[src/rtl/uart_irq_pkg.sv]
package uart_irq_pkg;

  localparam int ST_W = 11;

  localparam int ST_OVR  = 10;
  localparam int ST_BRK  = 9;
  localparam int ST_PAR  = 8;
  localparam int ST_FRM  = 7;
  localparam int ST_RTO  = 6;
  localparam int ST_TX   = 5;
  localparam int ST_RX   = 4;
  localparam int ST_CTS  = 1;

  localparam logic [ST_W-1:0] ST_VALID = 11'b111_1111_0010;

  localparam logic [2:0] RA_LVL    = 3'd0;
  localparam logic [2:0] RA_MASK   = 3'd1;
  localparam logic [2:0] RA_RAW    = 3'd2;
  localparam logic [2:0] RA_MASKED = 3'd3;
  localparam logic [2:0] RA_CLEAR  = 3'd4;

  localparam logic [5:0] LVL_RESET = 6'b010_010;

  // Eighths of the FIFO depth selected by a 3-bit trigger code.
  function automatic int unsigned sel_eighths(input logic [2:0] code);
    case (code)
      3'd0:    return 1;
      3'd1:    return 2;
      3'd2:    return 4;
      3'd3:    return 6;
      3'd4:    return 7;
      default: return 4;
    endcase
  endfunction

  function automatic int unsigned trig_point(input logic [2:0] code, input int unsigned depth);
    return (depth / 8) * sel_eighths(code);
  endfunction

endpackage

[src/rtl/irq_lvl_cross.sv]
module irq_lvl_cross #(
  parameter int LVL_W  = 5,
  parameter bit RISING = 1'b1
) (
  input  logic             clk,
  input  logic             rst_n,
  input  logic [LVL_W-1:0] level,
  input  logic [LVL_W-1:0] thr,
  output logic             fire
);

  logic [LVL_W-1:0] prev_q;

  always_ff @(posedge clk or negedge rst_n) begin
    if (!rst_n) prev_q <= '0;
    else        prev_q <= level;
  end

  generate
    if (RISING) begin : g_up
      assign fire = (prev_q < thr) && (level >= thr);
    end else begin : g_down
      assign fire = (prev_q > thr) && (level <= thr);
    end
  endgenerate

endmodule

[src/rtl/irq_status_bank.sv]
module irq_status_bank #(
  parameter int         W     = 11,
  parameter logic [W-1:0] VALID = '1
) (
  input  logic         clk,
  input  logic         rst_n,
  input  logic [W-1:0] set_vec,
  input  logic [W-1:0] clr_vec,
  input  logic         mask_we,
  input  logic [W-1:0] mask_wdata,
  output logic [W-1:0] raw_q,
  output logic [W-1:0] mask_q
);

  generate
    for (genvar i = 0; i < W; i++) begin : g_bit
      if (VALID[i]) begin : g_live
        always_ff @(posedge clk or negedge rst_n) begin
          if (!rst_n) begin
            raw_q[i]  <= 1'b0;
            mask_q[i] <= 1'b0;
          end else begin
            // a new event takes priority over a clear in the same cycle
            raw_q[i] <= set_vec[i] | (raw_q[i] & ~clr_vec[i]);
            if (mask_we) mask_q[i] <= mask_wdata[i];
          end
        end
      end else begin : g_tied
        assign raw_q[i]  = 1'b0;
        assign mask_q[i] = 1'b0;
      end
    end
  endgenerate

endmodule

[src/rtl/uart_irq_ctrl.sv]
module uart_irq_ctrl
  import uart_irq_pkg::*;
#(
  parameter  int DEPTH = 16,
  localparam int LVL_W = $clog2(DEPTH + 1)
) (
  input  logic             clk,
  input  logic             rst_n,
  input  logic             reg_we,
  input  logic [2:0]       reg_addr,
  input  logic [ST_W-1:0]  reg_wdata,
  output logic [ST_W-1:0]  reg_rdata,
  input  logic [LVL_W-1:0] rx_level,
  input  logic [LVL_W-1:0] tx_level,
  input  logic             evt_overrun,
  input  logic             evt_break,
  input  logic             evt_parity,
  input  logic             evt_framing,
  input  logic             evt_rx_timeout,
  input  logic             evt_cts_change,
  output logic             irq
);

  logic [5:0]       lvl_q;
  logic [2:0]       tx_sel, rx_sel;
  logic [LVL_W-1:0] rx_thr, tx_thr;
  logic             rx_fire, tx_fire;
  logic [ST_W-1:0]  set_vec, clr_vec;
  logic [ST_W-1:0]  raw_q, mask_q, masked;
  logic             mask_we, lvl_we, clr_we;

  assign mask_we = reg_we && (reg_addr == RA_MASK);
  assign lvl_we  = reg_we && (reg_addr == RA_LVL);
  assign clr_we  = reg_we && (reg_addr == RA_CLEAR);

  always_ff @(posedge clk or negedge rst_n) begin
    if (!rst_n)      lvl_q <= LVL_RESET;
    else if (lvl_we) lvl_q <= reg_wdata[5:0];
  end

  assign tx_sel = lvl_q[2:0];
  assign rx_sel = lvl_q[5:3];
  assign rx_thr = LVL_W'(trig_point(rx_sel, DEPTH));
  assign tx_thr = LVL_W'(trig_point(tx_sel, DEPTH));

  irq_lvl_cross #(.LVL_W(LVL_W), .RISING(1'b1)) u_rx_cross (
    .clk(clk), .rst_n(rst_n), .level(rx_level), .thr(rx_thr), .fire(rx_fire)
  );

  irq_lvl_cross #(.LVL_W(LVL_W), .RISING(1'b0)) u_tx_cross (
    .clk(clk), .rst_n(rst_n), .level(tx_level), .thr(tx_thr), .fire(tx_fire)
  );

  always_comb begin
    set_vec         = '0;
    set_vec[ST_OVR] = evt_overrun;
    set_vec[ST_BRK] = evt_break;
    set_vec[ST_PAR] = evt_parity;
    set_vec[ST_FRM] = evt_framing;
    set_vec[ST_RTO] = evt_rx_timeout;
    set_vec[ST_TX]  = tx_fire;
    set_vec[ST_RX]  = rx_fire;
    set_vec[ST_CTS] = evt_cts_change;
  end

  assign clr_vec = clr_we ? reg_wdata : '0;

  irq_status_bank #(.W(ST_W), .VALID(ST_VALID)) u_bank (
    .clk(clk), .rst_n(rst_n), .set_vec(set_vec), .clr_vec(clr_vec),
    .mask_we(mask_we), .mask_wdata(reg_wdata), .raw_q(raw_q), .mask_q(mask_q)
  );

  assign masked = raw_q & mask_q;
  assign irq    = |masked;

  always_comb begin
    case (reg_addr)
      RA_LVL:    reg_rdata = {{(ST_W-6){1'b0}}, lvl_q};
      RA_MASK:   reg_rdata = mask_q;
      RA_RAW:    reg_rdata = raw_q;
      RA_MASKED: reg_rdata = masked;
      default:   reg_rdata = '0;
    endcase
  end

endmodule

[config.mk]
export PLATFORM = sky130hd
export DESIGN_NAME = uart_irq_ctrl
export DESIGN_NICKNAME = d
export VERILOG_FILES = /design/src/rtl/uart_irq_pkg.sv /design/src/rtl/irq_lvl_cross.sv /design/src/rtl/irq_status_bank.sv /design/src/rtl/uart_irq_ctrl.sv
export SDC_FILE = /design/constraint.sdc
export NUM_CORES = 1
export LEC_CHECK = 0
export BUFFER_PORTS_ARGS = -buffer_cell sky130_fd_sc_hd__buf_2
export CAP_MARGIN = 20
export CORE_UTILIZATION = 53
export CTS_BUF_LIST = sky130_fd_sc_hd__clkbuf_8
export DETAILED_ROUTE_END_ITERATION = 16
export PLACE_DENSITY = 0.81
export SETUP_SLACK_MARGIN = 0.2
export SYNTH_ARGS = -nofsm -noshare
export SYNTH_HDL_FRONTEND = slang
export SYNTH_SLANG_ARGS = --single-unit
[constraint.sdc]
create_clock -name clk -period 2.3 [get_ports clk]
set_input_delay 0.115 -clock clk [delete_from_list [all_inputs] [get_ports clk]]
set_output_delay 0.115 -clock clk [all_outputs]
set_load 0.05 [all_outputs]
==> impl_metrics.toml <==
[logic_synthesis]
yosys_warnings = 0
async_flop_share = 1.00
synth_top_area_share = 0.452
syn-num-nets = 202
synth_edf_count = 0
synthMostInstantiatedCell = "dfrtp_1"
ys_types = 32
ys.flop_type = "dfrtp_1"
synth_area_leaders = "dfrtp_1 (45%), ha_1 (8.6%), inv_1 (4.9%), mux2_4 (4.7%), o21ai_0 (3.4%)"
ys_top_cells_by_count = "dfrtp_1 (29), inv_1 (21), nand2_1 (14)"
syn_area_um2 = 1600
seq_area_frac_synth = 0.485
synth_cells = 158
post_synth.cell_area_avg_um2 = 10.2
synth_seq_cells = 31
yosys.area.top_type = "dfrtp_1"

[global_routing]
overflow = 0
grt_pass1_wl_um = 6020
busiest_layer = "met2"
grt_util_all_layers = 0.254
grt_use_met2 = 0.427
global_route.usage.met3 = 0.0907
grt_max_degree = 32
antenna_found_initial = 0
gr-usage-met1 = 0.291
first_global_vias = 1360

[cts]
cts_tree = "yes"
cts.repair.resized = 0
insertion_delay_ps = 280
root_buffer = "clkbuf_8"
cts-htree-levels = 2
cts_buffers = 5
clock_path_buffers = 2
post-cts-setup-buffers = 0
clk_pin_slew_ps = 60
cts_sinks = 31

[setup_path]
endpoint_kind = "register"
rrSetupSlack_ps = 420
start_kind = "register"
r2r-end = "u_bank.raw_q[4]"
cp.required_ps = 2450
path_class = "register to register"
r2r_start = "lvl_q[4]"
r2r_cells = 7
critPathArrivalTime_ps = 2030
cp_max_fo = 5

[floorplanning]
ios = 45
initial_utilization = 0.572
num_rows = 19
fp.dieW_um = 57.0
die_h_um = 57.0
die-area_um2 = 3250
core-area_um2 = 2810

[cells_and_area]
area_growth_pct = 26.8
nNetsFinal = 261
drive_gt1_frac = 0.289
post-route-util = 0.725
diodes = 0
design_area_um2 = 2030

[sta]
report.final.hold_viol_count = 0
maxSlewViolCount = 0
fmax_ghz = 0.531
slew_headroom = 0.546
tightest_slew_ps = 681
finalSetupTns_ps = 0
fin_crit_sh = 0.818
rsz0062_at_grt = "no"
setup_viol = 0
finClkSkew_ps = 2.24
timing.final.crit_period_ps = 1880

[power]
vdd_ir_drop_max_uv = 453
p_per_area_nw_per_um2 = 735
power.leakage_nw = 1.03

[detailed_routing]
postRouteAntennaNets = 0
drc = 4
vias_per_cell = 5.50
vias = 1370
drt_pre_antenna_iters = 10
drt_iter0_drc = 46
wl_per_cell_um = 14.9
totalWireLength_um = 3710

[place]
dpl-instance-area_um2 = 1850
io_buffers = 44
dp_hpwl_um = 2690
place.gp.congestion = 0.865

[hold_path]
hold_path_end = "u_bank.raw_q[1]"
hold_path.startpoint = "evt_cts_change"
min_path_type = "input port to register"
min_delay_path_depth = 2

[status]
violations = "DRC"
status = "complete, but fails checks"

[job]
cap_viol_max_count = 0
-- how the worst max path moves through the flow --
| stage | end | depth (start not counted) | from |
|---|---|---|---|
| finish | u_bank.raw_q[4] | 7 | lvl_q[4] |
| CTS | u_bank.raw_q[4] | 7 | lvl_q[4] |
| floorplan | reg_rdata[1] | 2 | lvl_q[1] |
| global route | u_bank.raw_q[4] | 7 | lvl_q[4] |
| detailed placement | u_bank.raw_q[4] | 7 | lvl_q[4] |
| global placement | u_bank.raw_q[4] | 7 | lvl_q[4] |
-- cells in the final DEF, fill, tap and decap left out, drive strengths merged, types with 5 or more instances in the layout --
cell / count
dlygate4sd3: 10
nor2: 8
o21ai: 11
a221oi: 5
mux2: 7
clkbuf: 5
nor3: 9
a21oi: 7
inv: 24
or2: 5
dfrtp: 29
buf: 47
ha: 11
nand2: 14
-- cell families (layout without fill, tap and decap cells) --
family | count (synthesis) | in the layout | share of synthesized area
fa+ha+maj | 11 | 11 | 0.0858
buf+inv | 26 | 86 | 0.0686
flops | 31 | 31 | 0.485
mux | 8 | 8 | 0.0671
simple gates | 44 | 44 | 0.140
compound gates | 38 | 38 | 0.153
-- power breakdown --
group / leakage, nW / total (mW) / internal (mW) / switching [mW]
logic: 0.630 / 0.434 / 0.184 / 0.249
registers: 0.344 / 0.679 / 0.622 / 0.0575
clock network: 0.0519 / 0.382 / 0.201 / 0.182
total: 1.03 / 1.50 / 1.01 / 0.488
-- critical path, cell delays in order, from the launching register on --
cell and delay [ps]:
dfstp_2 560, nor2_1 70, mux2i_1 190, ha_1 260
o21ai_0 200, a31oi_1 70, o311ai_0 310, nand2_1 90
-- layer usage --
| metal | part of all wire | up-vias |
|---|---|---|
| li1 | - | 668 |
| met1 | 0.42 | 659 |
| met2 | 0.51 | 39 |
| met3 | 0.055 | 4 |
| met4 | 0.012 | 0 |
| met5 | 0 | - |
-- what timing repair did --
item	4_1_cts	5_1_grt
hold endpoints to repair	38	0
setup endpoints to repair	0	0
hold buffers	10	0
-- layout make-up --
type | instances | area, um^2
Inverter | 21 | 78.8
Multi-Input combinational cell | 101 | 716
Clock inverter | 3 | 11.3
Fill cell | 217 | 771
Tap cell | 31 | 38.8
Sequential cell | 31 | 778
Timing Repair Buffer | 57 | 343
Clock buffer | 5 | 68.8
-- flip-flops by register name, indices dropped and copies added (netlist names) --
name               count
u_rx_cross.prev_q      4
u_bank.mask_q          8
u_bank.raw_q           8
lvl_q                  6
u_tx_cross.prev_q      5
-- metrics by stage --
step,power [mW],setup WS [ps],hold slack [ps],std cells
floorplan,0.971,553,-181,158
CTS,1.50,397,4.67,249
detailed placement,1.10,400,190,231
finish,1.50,418,12.4,249
global route,1.59,259,7.17,249
global placement,1.07,576,185,231
(Power assumes the default switching activity.)
